**config.mk**
```make
export PLATFORM = sky130hd
export DESIGN_NAME = adc_scan_seq
export DESIGN_NICKNAME = d
export VERILOG_FILES = /design/src/rtl/adc_seq_pkg.sv /design/src/rtl/adc_trig_decode.sv /design/src/rtl/adc_seq_fsm.sv /design/src/rtl/adc_result_bank.sv /design/src/rtl/adc_scan_seq.sv
export SDC_FILE = /design/constraint.sdc
export NUM_CORES = 1
export LEC_CHECK = 0
export ABC_AREA = 0
export BUFFER_PORTS_ARGS = -buffer_cell sky130_fd_sc_hd__buf_2
export CORE_UTILIZATION = 55
export CTS_BUF_LIST = sky130_fd_sc_hd__clkbuf_8
export DETAILED_ROUTE_END_ITERATION = 12
export GPL_TIMING_DRIVEN = 0
export PLACE_DENSITY_LB_ADDON = 0.12
export SLEW_MARGIN = 20
export SYNTH_ARGS = -nofsm -noshare
export SYNTH_HDL_FRONTEND = slang
export SYNTH_SLANG_ARGS = --single-unit
```
**constraint.sdc**
```tcl
create_clock -name clk_i -period 3.23 [get_ports clk_i]
set_input_delay 0.1615 -clock clk_i [delete_from_list [all_inputs] [get_ports clk_i]]
set_output_delay 0.1615 -clock clk_i [all_outputs]
set_load 0.01 [all_outputs]
```
**src/rtl/adc_seq_pkg.sv**
```systemverilog
package adc_seq_pkg;
  typedef enum logic [1:0] {
    ST_IDLE   = 2'd0,
    ST_SCAN   = 2'd1,
    ST_FORCED = 2'd2
  } seq_status_e;

  typedef enum logic [1:0] {
    PH_IDLE,
    PH_REQ,
    PH_WAIT,
    PH_GAP
  } seq_phase_e;
endpackage

```
**src/rtl/adc_trig_decode.sv**
```systemverilog
module adc_trig_decode (
  input  logic clk_i,
  input  logic rst_ni,
  input  logic start_i,
  input  logic stop_i,
  input  logic trig_sel_i,
  input  logic ext_trig_i,
  output logic go_o,
  output logic halt_o
);
  logic ext_q;

  always_ff @(posedge clk_i or negedge rst_ni) begin
    if (!rst_ni) ext_q <= 1'b0;
    else         ext_q <= ext_trig_i;
  end

  // stop masks any start source
  assign go_o   = !stop_i && (trig_sel_i ? (ext_trig_i && !ext_q) : start_i);
  assign halt_o = stop_i;

  p_stop_masks_r3: assert property (@(posedge clk_i) disable iff (!rst_ni)
    stop_i |-> !go_o);
  p_sw_ignored_r2: assert property (@(posedge clk_i) disable iff (!rst_ni)
    (trig_sel_i && !ext_trig_i) |-> !go_o);
endmodule

```
**src/rtl/adc_seq_fsm.sv**
```systemverilog
module adc_seq_fsm #(
  parameter int CH_W = 3
) (
  input  logic            clk_i,
  input  logic            rst_ni,
  input  logic            go_i,
  input  logic            halt_i,
  input  logic            cont_i,
  input  logic [CH_W-1:0] first_i,
  input  logic [CH_W-1:0] last_i,
  input  logic [CH_W-1:0] single_ch_i,
  input  logic            conv_done_i,
  output logic            conv_req_o,
  output logic            conv_abort_o,
  output logic [CH_W-1:0] conv_ch_o,
  output logic [1:0]      status_o,
  output logic            busy_o,
  output logic            wr_en_o,
  output logic            wr_single_o,
  output logic [CH_W-1:0] wr_ch_o
);
  import adc_seq_pkg::*;

  seq_phase_e      phase_q;
  logic            fs_q;
  logic            abort_q;
  logic [CH_W-1:0] cur_q;
  logic [CH_W-1:0] resume_q;
  seq_status_e     status;
  logic            in_flight;
  logic            preempt;

  assign in_flight = (phase_q == PH_REQ) || (phase_q == PH_WAIT);
  assign preempt   = go_i && !fs_q && in_flight;

  always_ff @(posedge clk_i or negedge rst_ni) begin
    if (!rst_ni) begin
      phase_q  <= PH_IDLE;
      fs_q     <= 1'b0;
      abort_q  <= 1'b0;
      cur_q    <= '0;
      resume_q <= '0;
    end else begin
      abort_q <= 1'b0;
      if (halt_i) begin
        phase_q  <= PH_IDLE;
        fs_q     <= 1'b0;
        resume_q <= '0;
        abort_q  <= in_flight;
      end else if (preempt) begin
        resume_q <= cur_q;
        cur_q    <= single_ch_i;
        fs_q     <= 1'b1;
        phase_q  <= PH_GAP;
        abort_q  <= 1'b1;
      end else begin
        unique case (phase_q)
          PH_IDLE: if (go_i) begin
            cur_q   <= first_i;
            fs_q    <= 1'b0;
            phase_q <= PH_REQ;
          end
          PH_REQ:  phase_q <= PH_WAIT;
          PH_WAIT: if (conv_done_i) begin
            if (fs_q) begin
              fs_q    <= 1'b0;
              cur_q   <= resume_q;
              phase_q <= PH_REQ;
            end else if (cur_q == last_i) begin
              if (cont_i) begin
                cur_q   <= first_i;
                phase_q <= PH_REQ;
              end else begin
                phase_q <= PH_IDLE;
              end
            end else begin
              cur_q   <= cur_q + CH_W'(1);
              phase_q <= PH_REQ;
            end
          end
          PH_GAP:  phase_q <= PH_REQ;
          default: phase_q <= PH_IDLE;
        endcase
      end
    end
  end

  always_comb begin
    if (phase_q == PH_IDLE) status = ST_IDLE;
    else if (fs_q)          status = ST_FORCED;
    else                    status = ST_SCAN;
  end

  assign conv_req_o   = (phase_q == PH_REQ);
  assign conv_abort_o = abort_q;
  assign conv_ch_o    = cur_q;
  assign status_o     = status;
  assign busy_o       = (phase_q != PH_IDLE);
  assign wr_en_o      = (phase_q == PH_WAIT) && conv_done_i && !halt_i && !preempt;
  assign wr_single_o  = fs_q;
  assign wr_ch_o      = cur_q;

  p_req_single_r4: assert property (@(posedge clk_i) disable iff (!rst_ni)
    conv_req_o |=> !conv_req_o);
  p_abort_quiet_r9: assert property (@(posedge clk_i) disable iff (!rst_ni)
    conv_abort_o |-> !conv_req_o);
  p_gap_then_req_r9: assert property (@(posedge clk_i) disable iff (!rst_ni)
    (conv_abort_o && status == ST_FORCED && !halt_i) |=> conv_req_o);
  p_stop_idle_r3: assert property (@(posedge clk_i) disable iff (!rst_ni)
    halt_i |=> (status_o == 2'd0 && !busy_o));
  p_no_nest_r10: assert property (@(posedge clk_i) disable iff (!rst_ni)
    (fs_q && busy_o && !halt_i) |=> !conv_abort_o);
  p_resume_r8: assert property (@(posedge clk_i) disable iff (!rst_ni)
    (phase_q == PH_WAIT && fs_q && conv_done_i && !halt_i)
      |=> (conv_req_o && conv_ch_o == $past(resume_q) && status_o == 2'd1));
  p_busy_status_r11: assert property (@(posedge clk_i) disable iff (!rst_ni)
    busy_o == (status_o != 2'd0));
endmodule

```
**src/rtl/adc_result_bank.sv**
```systemverilog
module adc_result_bank #(
  parameter int NUM_CH = 8,
  parameter int RES_W  = 10,
  localparam int CH_W  = $clog2(NUM_CH)
) (
  input  logic                    clk_i,
  input  logic                    rst_ni,
  input  logic                    wr_en_i,
  input  logic                    wr_single_i,
  input  logic [CH_W-1:0]         wr_ch_i,
  input  logic [RES_W-1:0]        wr_data_i,
  output logic [NUM_CH*RES_W-1:0] scan_res_o,
  output logic [RES_W-1:0]        single_res_o
);
  logic [NUM_CH-1:0] wr_vec;

  for (genvar g = 0; g < NUM_CH; g++) begin : g_slot
    logic [RES_W-1:0] slot_q;
    assign wr_vec[g] = wr_en_i && !wr_single_i && (wr_ch_i == CH_W'(g));
    always_ff @(posedge clk_i or negedge rst_ni) begin
      if (!rst_ni)        slot_q <= '0;
      else if (wr_vec[g]) slot_q <= wr_data_i;
    end
    assign scan_res_o[g*RES_W +: RES_W] = slot_q;
  end

  always_ff @(posedge clk_i or negedge rst_ni) begin
    if (!rst_ni)                     single_res_o <= '0;
    else if (wr_en_i && wr_single_i) single_res_o <= wr_data_i;
  end

  p_one_slot_r4: assert property (@(posedge clk_i) disable iff (!rst_ni)
    $onehot0(wr_vec));
  p_single_no_slot_r7: assert property (@(posedge clk_i) disable iff (!rst_ni)
    wr_single_i |=> $stable(scan_res_o));
endmodule

```
**src/rtl/adc_scan_seq.sv**
```systemverilog
module adc_scan_seq #(
  parameter int NUM_CH = 8,
  parameter int RES_W  = 10
) (
  input  logic                          clk_i,
  input  logic                          rst_ni,
  input  logic                          start_i,
  input  logic                          stop_i,
  input  logic                          trig_sel_i,
  input  logic                          ext_trig_i,
  input  logic                          cont_i,
  input  logic [$clog2(NUM_CH)-1:0]     scan_first_i,
  input  logic [$clog2(NUM_CH)-1:0]     scan_last_i,
  input  logic [$clog2(NUM_CH)-1:0]     single_ch_i,
  output logic [$clog2(NUM_CH)-1:0]     conv_ch_o,
  output logic                          conv_req_o,
  output logic                          conv_abort_o,
  input  logic                          conv_done_i,
  input  logic [RES_W-1:0]              conv_data_i,
  output logic [1:0]                    status_o,
  output logic                          busy_o,
  output logic [NUM_CH*RES_W-1:0]       scan_res_o,
  output logic [RES_W-1:0]              single_res_o
);
  localparam int CH_W = $clog2(NUM_CH);

  logic            go, halt;
  logic            wr_en, wr_single;
  logic [CH_W-1:0] wr_ch;

  adc_trig_decode u_trig (
    .clk_i     (clk_i),
    .rst_ni    (rst_ni),
    .start_i   (start_i),
    .stop_i    (stop_i),
    .trig_sel_i(trig_sel_i),
    .ext_trig_i(ext_trig_i),
    .go_o      (go),
    .halt_o    (halt)
  );

  adc_seq_fsm #(.CH_W(CH_W)) u_fsm (
    .clk_i       (clk_i),
    .rst_ni      (rst_ni),
    .go_i        (go),
    .halt_i      (halt),
    .cont_i      (cont_i),
    .first_i     (scan_first_i),
    .last_i      (scan_last_i),
    .single_ch_i (single_ch_i),
    .conv_done_i (conv_done_i),
    .conv_req_o  (conv_req_o),
    .conv_abort_o(conv_abort_o),
    .conv_ch_o   (conv_ch_o),
    .status_o    (status_o),
    .busy_o      (busy_o),
    .wr_en_o     (wr_en),
    .wr_single_o (wr_single),
    .wr_ch_o     (wr_ch)
  );

  adc_result_bank #(.NUM_CH(NUM_CH), .RES_W(RES_W)) u_bank (
    .clk_i       (clk_i),
    .rst_ni      (rst_ni),
    .wr_en_i     (wr_en),
    .wr_single_i (wr_single),
    .wr_ch_i     (wr_ch),
    .wr_data_i   (conv_data_i),
    .scan_res_o  (scan_res_o),
    .single_res_o(single_res_o)
  );
endmodule

```
==> reports/qor.yml, run 1 <==
placed_design:
  placed_cells: 517
  finalWeightedCongestion: 0.858
  port_buffers: 122
  dp_hpwl_um: 6650
  post-place-ws_ns: 0.805
final_layout:
  filler_cell_count: 566
  final-instance-count-excl-fill: 535
  finalNetCount: 468
  antenna_cells: 0
  final_layout_size_suffix_gt1_frac: 0.562
  post-route-util: 0.713
  syn2layout_area_growth_pct: 22.9
setup_path:
  setup.worst_path.class: "flop to flop"
  worst-endpoint-arrival_ns: 2.69
  critical-path-slowest-cell: "sky130_fd_sc_hd__nand4_1"
  setup.worst_path.start_class: "flop"
  path_delay_family: "simple AND/OR/NAND/NOR gates"
  cp-end-kind: "flop"
  critical-path-max-stage-delay_ns: 0.65
  critPathRequiredTime_ns: 3.48
  worstPathBufferInverterCount: 2
  timing.critical_path.depth: 5
  timing.reg2reg.worst_path_depth: 5
  cp_cell_sequence: "inv_1 > ha_1 > buf_2 > nand4_1 > mux2_2"
  worstPathMaxFanout: 10
yosys:
  yosys_register_bits: 101
  synth.area.top_cells: "sky130_fd_sc_hd__dfrtp_1 (59%), sky130_fd_sc_hd__mux2_2 (25%), sky130_fd_sc_hd__ha_1 (2.9%), sky130_fd_sc_hd__nand4_2 (1.2%), sky130_fd_sc_hd__nor2_1 (1.1%)"
  synth_cell_type_count: 38
  synth_fp_nets: 332
  syn_avg_cell_area_um2: 14.5
  synth_top_area_cell: "sky130_fd_sc_hd__dfrtp_1"
  synth_top_area_frac: 0.591
  yosysSeqAreaShare: 0.591
  post_synth_instance_area_um2: 4270
  async_set_or_reset_register_ratio_after_synthesis: 1.00
  yosys_warnings: 0
  yosysMostFrequentCell: "sky130_fd_sc_hd__dfrtp_1"
  synth_edf_count: 0
  synth_top_cells_by_count: "sky130_fd_sc_hd__dfrtp_1 (101), sky130_fd_sc_hd__mux2_2 (93), sky130_fd_sc_hd__nor2_1 (13), sky130_fd_sc_hd__ha_1 (10), sky130_fd_sc_hd__inv_1 (10)"
  synth_cells: 295
  yosys_most_used_dff: "sky130_fd_sc_hd__dfrtp_1"
timing:
  tns_ns: 0
  slew_headroom: 0.486
  worst_slack_ns: 0.785
  worst_slew_pin_slew_ns: 0.768
  max_freq_mhz: 409
  finClkSkew_ns: 0.0132
  slew_viol_final: 0
  period_minus_slack_ns: 2.45
  hold_viol_final: 0
  grt_setup_unrepaired: "false"
  finalSetupViolations: 0
  layout_worst_path_cycle_share: 0.757
route:
  drtAntennaViolNets: 0
  viasPerCell: 5.48
  postRouteWirelength_um: 9630
  drc: 0
  overall_via_count_from_detail_route: 2930
  detailedRoute.firstIterationViolations: 56
  drtPass1Iterations: 4
  mean_routed_wirelength_per_cell_um: 18.0
global_routing:
  number_of_global_route_vias_before_repair: 2967
  grt_pass1_wl_um: 15700
  grt_max_degree: 59
  grt_antenna_before_repair: 0
  grt_overflow_total: 0
  gr-usage-all-layers: 0.252
hold_path:
  timing.hold.worst.class: "input port to flop"
  hold_path_depth: 2
clocking:
  cts_tree: "yes"
  clk_latency_ns: 0.37
  clock-root-buffer: "sky130_fd_sc_hd__clkbuf_8"
  clk_transition_reported_paths_ns: 0.11
  postCtsSetupBuffers: 0
  buffer_levels_on_the_longest_clock_path: 2
  clkSinkCount: 101
  cts_made_buffers: 9
  cts_htree_levels: 3
floorplan:
  fp.dieH_um: 90.2
  rows: 31
  die_width_um: 90.2
  die_area_um2: 8130
  design.core.area_um2: 7370
  initial_core_util: 0.580
  pin_count: 125
power:
  pwr_density_cell_nw_per_um2: 809
  peakVddDrop_uv: 419
  static-leakage-power_nw: 3.02
job:
  timing.max_cap.violations: 0
outcome:
  status: "finished clean"
-- state kept, by name (all words and copies together), names as in the netlist --
| name | count |
|---|---|
| u_bank.single_res_o | 10 |
| u_fsm.conv_ch_o | 3 |
| u_fsm.wr_single_o | 1 |
| u_trig.ext_q | 1 |
| u_fsm.phase_q | 2 |
| u_fsm.conv_abort_o | 1 |
| u_fsm.resume_q | 3 |
| u_bank.g_slot.slot_q | 80 |
-- metrics by stage --
step           instance area [um2]  power, mW  hold WS, ns
6_report                      5250       4.25        0.130
5_1_grt                       5250       4.51        0.133
4_1_cts                       5250       4.28        0.117
3_5_place_dp                  5040       3.50        0.105
3_3_place_gp                  5010       3.43        0.292
2_1_floorplan                 4270       2.84       -0.134
-- power breakdown --
group	internal [mW]	switching (mW)	total (mW)
clock network	0.315	0.460	0.776
registers	1.66	0.211	1.87
logic	0.761	0.839	1.60
total	2.74	1.51	4.25
-- layout make-up --
type / count / area, um2 / area share
buffer: 7 / 35.0 / 0.00667
timing repair buffer: 125 / 664 / 0.127
sequential: 101 / 2530 / 0.481
clock inverter: 6 / 51.3 / 0.00977
tap: 99 / 124 / 0.0236
inverter: 10 / 37.5 / 0.00715
clock buffer: 10 / 138 / 0.0262
multi-input combinational: 177 / 1670 / 0.319
-- cell usage in the layout (no fill, tap or decap), types with 2 or more instances in the layout --
cell and instances:
sky130_fd_sc_hd__buf_2 125, sky130_fd_sc_hd__dfrtp_1 101, sky130_fd_sc_hd__mux2_2 93, sky130_fd_sc_hd__nor2_1 13, sky130_fd_sc_hd__inv_1 10, sky130_fd_sc_hd__ha_1 10, sky130_fd_sc_hd__clkbuf_8 10, sky130_fd_sc_hd__a21oi_1 8
sky130_fd_sc_hd__nor2b_1 5, sky130_fd_sc_hd__a31oi_1 4, sky130_fd_sc_hd__nand4_2 4, sky130_fd_sc_hd__o21ai_0 4, sky130_fd_sc_hd__xnor2_1 3, sky130_fd_sc_hd__and3_1 3, sky130_fd_sc_hd__a211oi_1 3, sky130_fd_sc_hd__inv_6 3
sky130_fd_sc_hd__clkbuf_1 2, sky130_fd_sc_hd__nand2_1 2, sky130_fd_sc_hd__and2_1 2, sky130_fd_sc_hd__nand3_2 2, sky130_fd_sc_hd__mux2i_1 2, sky130_fd_sc_hd__o31ai_1 2, sky130_fd_sc_hd__dlygate4sd3_1 2
-- logic make-up after synthesis --
group / share of synthesized area
and+or+nand+nor: 0.0574
AOI/OAI and AO/OA: 0.0492
buffers and inverters: 0.0170
adders and majority gates: 0.0293
xor gates and xnor gates: 0.00615
muxes: 0.250
DFF: 0.591
-- worst paths after layout --
path,from,slack [ns],endpoint
max reg2reg,u_fsm.phase_q[0]$_DFFE_PN0P_,0.78,u_bank.single_res_o[5]$_DFFE_PN0P_
min in group asynchronous,rst_ni,0.27,u_bank.g_slot[2].slot_q[6]$_DFFE_PN0P_
max,u_fsm.phase_q[0]$_DFFE_PN0P_,0.78,u_bank.single_res_o[5]$_DFFE_PN0P_
min reg2reg,u_bank.g_slot[1].slot_q[7]$_DFFE_PN0P_,0.51,u_bank.g_slot[1].slot_q[7]$_DFFE_PN0P_
max in group asynchronous,rst_ni,2.35,u_bank.g_slot[6].slot_q[1]$_DFFE_PN0P_
min,conv_data_i[5],0.13,u_bank.g_slot[7].slot_q[5]$_DFFE_PN0P_
-- timing repair --
item | CTS | global route
hold buffers | 2 | 0
hold endpoints to repair | 44 | 0
resized for setup | 0 | 0
-- routing by layer --
layer,GRT usage,part of all wire,vias up
li1,-,-,1337
met1,0.337,0.45,1493
met2,0.402,0.48,86
met3,0.0592,0.054,14
met4,0.0981,0.022,0
met5,0,0,-
Power figures use the tool's default switching activity.
==> inputs of run 2 (changes only) <==
--- a/config.mk
+++ b/config.mk
@@ -5,9 +5,9 @@
 export SDC_FILE = /design/constraint.sdc
 export NUM_CORES = 1
 export LEC_CHECK = 0
-export ABC_AREA = 0
+export ABC_AREA = 1
 export BUFFER_PORTS_ARGS = -buffer_cell sky130_fd_sc_hd__buf_2
-export CORE_UTILIZATION = 55
+export CORE_UTILIZATION = 49
 export CTS_BUF_LIST = sky130_fd_sc_hd__clkbuf_8
 export DETAILED_ROUTE_END_ITERATION = 12
 export GPL_TIMING_DRIVEN = 0
==> constraint.sdc (replaced) <==
create_clock -name clk_i -period 2.2 [get_ports clk_i]
set_input_delay 0.11 -clock clk_i [delete_from_list [all_inputs] [get_ports clk_i]]
set_output_delay 0.11 -clock clk_i [all_outputs]
set_load 0.01 [all_outputs]
==> reports/qor.yml, run 2 <==
global_routing:
  gr-usage-all-layers: 0.239  # was 0.252
  grt_antenna_before_repair: 0  # unchanged
  grt_max_degree: 52  # was 59
  grt_overflow_total: 0  # unchanged
  number_of_global_route_vias_before_repair: 3530  # was 2,967
  grt_pass1_wl_um: 17600  # was 15,700 um
outcome:
  status: "finished clean"  # unchanged
setup_path:
  worst_case_register_to_register_setup_slack_ns: 0.26  # was 0.78 ns
  cp-end-kind: "flop"  # unchanged
  timing.reg2reg.worst_path_depth: 10  # was 5
  critical_path.reg2reg.endpoint: "u_bank.g_slot[6].slot_q[0]$_DFFE_PN0P_"  # was u_bank.single_res_o[5]$_DFFE_PN0P_
  critical-path-max-stage-delay_ns: 0.39  # was 0.65 ns
  cp_cell_sequence: "inv_1 > ha_1 > inv_1 > nor2_2 > nand3_2 > nand3_4 > nor3_2 > buf_2 > nand2_1 > o21ai_0"  # was inv_1 > ha_1 > buf_2 > nand4_1 > mux2_2
  setup.worst_path.class: "flop to flop"  # unchanged
  critPathRequiredTime_ns: 2.48  # was 3.48 ns
  worst-endpoint-arrival_ns: 2.22  # was 2.69 ns
  setup.worst_path.start_class: "flop"  # unchanged
  critical-path-slowest-cell: "sky130_fd_sc_hd__dfrtp_1"  # was sky130_fd_sc_hd__nand4_1
  critical-path-top-cell-by-count: "sky130_fd_sc_hd__inv_1"
  worstPathMaxFanout: 10  # unchanged
  worst_r2r_startpoint: "u_fsm.phase_q[0]$_DFFE_PN0P_"  # unchanged
yosys:
  synth_top_area_cell: "sky130_fd_sc_hd__dfrtp_1"  # unchanged
  synth_top_area_frac: 0.576  # was 0.591
  yosys_register_bits: 101  # unchanged
  async_set_or_reset_register_ratio_after_synthesis: 1.00  # unchanged
  synth_cell_type_count: 18  # was 38
  yosys_warnings: 0  # unchanged
  synth_cells: 504  # was 295
  yosysMostFrequentCell: "sky130_fd_sc_hd__nand2_1"  # was sky130_fd_sc_hd__dfrtp_1
  synth_fp_nets: 541  # was 332
  yosys_most_used_dff: "sky130_fd_sc_hd__dfrtp_1"  # unchanged
  synth_edf_count: 0  # unchanged
  yosysSeqAreaShare: 0.576  # was 0.591
  synth.area.top_cells: "sky130_fd_sc_hd__dfrtp_1 (58%), sky130_fd_sc_hd__nand2_1 (11%), sky130_fd_sc_hd__o21ai_0 (8.3%), sky130_fd_sc_hd__inv_1 (8.1%), sky130_fd_sc_hd__o21a_1 (3.4%)"  # was sky130_fd_sc_hd__dfrtp_1 (59%), sky130_fd_sc_hd__mux2_2 (25%), sky130_fd_sc_hd__ha_1 (2.9%), sky130_fd_sc_hd__nand4_2 (1.2%), sky130_fd_sc_hd__nor2_1 (1.1%)
  post_synth_instance_area_um2: 4390  # was 4270 um2
  synth_top_cells_by_count: "sky130_fd_sc_hd__nand2_1 (127), sky130_fd_sc_hd__dfrtp_1 (101), sky130_fd_sc_hd__inv_1 (95), sky130_fd_sc_hd__o21ai_0 (73), sky130_fd_sc_hd__o21a_1 (20)"  # was sky130_fd_sc_hd__dfrtp_1 (101), sky130_fd_sc_hd__mux2_2 (93), sky130_fd_sc_hd__nor2_1 (13), sky130_fd_sc_hd__ha_1 (10), sky130_fd_sc_hd__inv_1 (10)
  syn_avg_cell_area_um2: 8.70  # was 14.5 um2
route:
  drtAntennaViolNets: 0  # unchanged
  viasPerCell: 4.88  # was 5.48
  drtPass1Iterations: 4  # unchanged
  overall_via_count_from_detail_route: 3683  # was 2,930
  mean_routed_wirelength_per_cell_um: 14.1  # was 18.0 um
  detailedRoute.firstIterationViolations: 181  # was 56
  drc: 0  # unchanged
  postRouteWirelength_um: 10600  # was 9630 um
timing:
  period_minus_slack_ns: 1.94  # was 2.45 ns
  hold_viol_final: 0  # unchanged
  tns_ns: 0  # unchanged
  slew_headroom: 0.680  # was 0.486
  worst_slew_pin_slew_ns: 0.480  # was 0.768 ns
  layout_worst_path_cycle_share: 0.882  # was 0.757
  max_freq_mhz: 515  # was 409 MHz
  finClkSkew_ns: 0.0111  # was 0.0132 ns
  grt_setup_unrepaired: "false"  # unchanged
  finalSetupViolations: 0  # unchanged
  slew_viol_final: 0  # unchanged
placed_design:
  dp_hpwl_um: 7550  # was 6650 um
  finalWeightedCongestion: 0.887  # was 0.858
  port_buffers: 124  # was 122
power:
  pwr_density_cell_nw_per_um2: 1160  # was 809 nW/um2
  peakVddDrop_uv: 552  # was 419 uV
  static-leakage-power_nw: 2.94  # was 3.02 nW
final_layout:
  layout_commonest_cell: "sky130_fd_sc_hd__buf_2"  # unchanged
  largest_reg_flops: 80  # unchanged
  biggestRegsByFlops: "u_bank.g_slot.slot_q x80, u_bank.single_res_o x10"  # unchanged
  filler_cell_count: 781  # was 566
  top_register: "u_bank.g_slot.slot_q"  # unchanged
  finalNetCount: 679  # was 468
  syn2layout_area_growth_pct: 23.1  # was 22.9%
  final_layout_size_suffix_gt1_frac: 0.255  # was 0.562
  multi_input_area_um2: 1430  # was 1670 um2
  final_cell_mix: "sky130_fd_sc_hd__buf_2 (140), sky130_fd_sc_hd__nand2_1 (127), sky130_fd_sc_hd__dfrtp_1 (101)"  # was sky130_fd_sc_hd__buf_2 (125), sky130_fd_sc_hd__dfrtp_1 (101), sky130_fd_sc_hd__mux2_2 (93)
  post-route-util: 0.622  # was 0.713
  area.sequential_um2: 2530  # unchanged
  antenna_cells: 0  # unchanged
hold_path:
  hp-start: "conv_data_i[7]"  # was conv_data_i[5]
  hold_path_depth: 3  # was 2
  worstHoldEndpoint: "u_bank.g_slot[2].slot_q[7]$_DFFE_PN0P_"  # was u_bank.g_slot[7].slot_q[5]$_DFFE_PN0P_
  timing.hold.worst.class: "input port to flop"  # unchanged
floorplan:
  rows: 34  # was 31
  pin_count: 125  # unchanged
  die_area_um2: 9330  # was 8130 um2
  fp.dieH_um: 96.6  # was 90.2 um
  design.core.area_um2: 8680  # was 7370 um2
  initial_core_util: 0.505  # was 0.580
  die_width_um: 96.6  # was 90.2 um
clocking:
  clk_transition_reported_paths_ns: 0.10  # was 0.11 ns
  buffer_levels_on_the_longest_clock_path: 2  # unchanged
  cts_htree_levels: 3  # unchanged
  clk_latency_ns: 0.36  # was 0.37 ns
  cts_tree: "yes"  # unchanged
  cts_made_buffers: 9  # unchanged
  clkSinkCount: 101  # unchanged
  clock-root-buffer: "sky130_fd_sc_hd__clkbuf_8"  # unchanged
job:
  timing.max_cap.violations: 0  # unchanged
## run 2: changes by cell type after synthesis, moves of 13 or more
cell | previous run | this run
sky130_fd_sc_hd__mux2_2 | 93 | 0
sky130_fd_sc_hd__o21ai_0 | 4 | 73
sky130_fd_sc_hd__buf_2 | 4 | 17
sky130_fd_sc_hd__nand2_1 | 2 | 127
sky130_fd_sc_hd__nand3_1 | 1 | 18
sky130_fd_sc_hd__inv_1 | 10 | 95
sky130_fd_sc_hd__o21a_1 | 0 | 20
## run 2: routing by layer
layer  wire length (um)  share of wire  global-route usage  vias to the layer above
met5                  0              0                   0                        -
met4                109          0.010              0.0689                        0
met3                724          0.068              0.0520                        9
met2               4950           0.47               0.375                      119
met1               4830           0.46               0.337                     1725
li1                   -              -                   -                     1830
## run 2: cell families (layout without fill, tap and decap cells)
family	Yosys count	count (layout)	synth area share
fa+ha+maj	10	10	0.0285
flops	101	101	0.576
compound gates	102	102	0.128
xor+xnor	1	1	0.00200
simple gates	175	175	0.162
buf+inv	115	258	0.103
## run 2: final cells by class
type / instances / area share
plain buffers: 19 / 0.0171
clock buffers: 9 / 0.0229
clock inverters: 7 / 0.00950
inverters: 96 / 0.0667
multi-input cells: 288 / 0.266
flip-flops and latches: 101 / 0.468
well taps: 108 / 0.0250
repair buffers: 127 / 0.125
## run 2: power by group
group	switching, mW	internal, mW	total [mW]
combinational	1.38	0.933	2.31
clock	0.656	0.417	1.07
sequential	0.379	2.49	2.86
## run 2: worst max path at each step
stage	from	endpoint	slack, ns	cells past startpoint
after floorplan	u_fsm.phase_q[0]$_DFFE_PN0P_	u_bank.g_slot[3].slot_q[0]$_DFFE_PN0P_	0.53	10
after detailed placement	u_fsm.phase_q[0]$_DFFE_PN0P_	u_bank.g_slot[4].slot_q[2]$_DFFE_PN0P_	0.1	10
final	u_fsm.phase_q[0]$_DFFE_PN0P_	u_bank.g_slot[6].slot_q[0]$_DFFE_PN0P_	0.26	10
after CTS	u_fsm.phase_q[0]$_DFFE_PN0P_	u_bank.g_slot[4].slot_q[2]$_DFFE_PN0P_	0.06	10
after global placement	rst_ni	u_fsm.phase_q[1]$_DFFE_PN0P_	0.01	1
after global routing	u_fsm.phase_q[0]$_DFFE_PN0P_	u_bank.g_slot[2].slot_q[0]$_DFFE_PN0P_	0.02	10
## run 2: stage by stage
| stage | cells | cell area (um2) | hold slack (ns) | setup WS (ns) | total power, mW |
|---|---|---|---|---|---|
| after floorplan | 504 | 4390 | -0.186 | 0.534 | 4.16 |
| after global placement | 736 | 5140 | 0.234 | 0.00995 | 5.11 |
| after detailed placement | 737 | 5180 | 0.0918 | 0.0986 | 5.19 |
| after CTS | 755 | 5370 | 0.0736 | 0.0632 | 6.29 |
| after global routing | 755 | 5400 | 0.0774 | 0.0244 | 6.74 |
| final | 755 | 5400 | 0.0914 | 0.260 | 6.25 |
## run 2: worst max-delay path: cells and delay by family (launching register included)
kind / cells / cell delay [ns]
AOI/OAI and AO/OA: 1 / 0.09
and+or+nand+nor: 5 / 0.66
DFF: 1 / 0.39
buffers and inverters: 3 / 0.47
adders and majority gates: 1 / 0.25
## run 2: repair_timing
| item | in CTS | in global routing |
|---|---|---|
| hold endpoints to repair | 51 | 0 |
| hold buffers | 2 | 0 |
| gates resized for setup | 0 | 5 |
| buffers inserted | 0 | 0 |
| endpoints found under the setup margin | 0 | 42 |
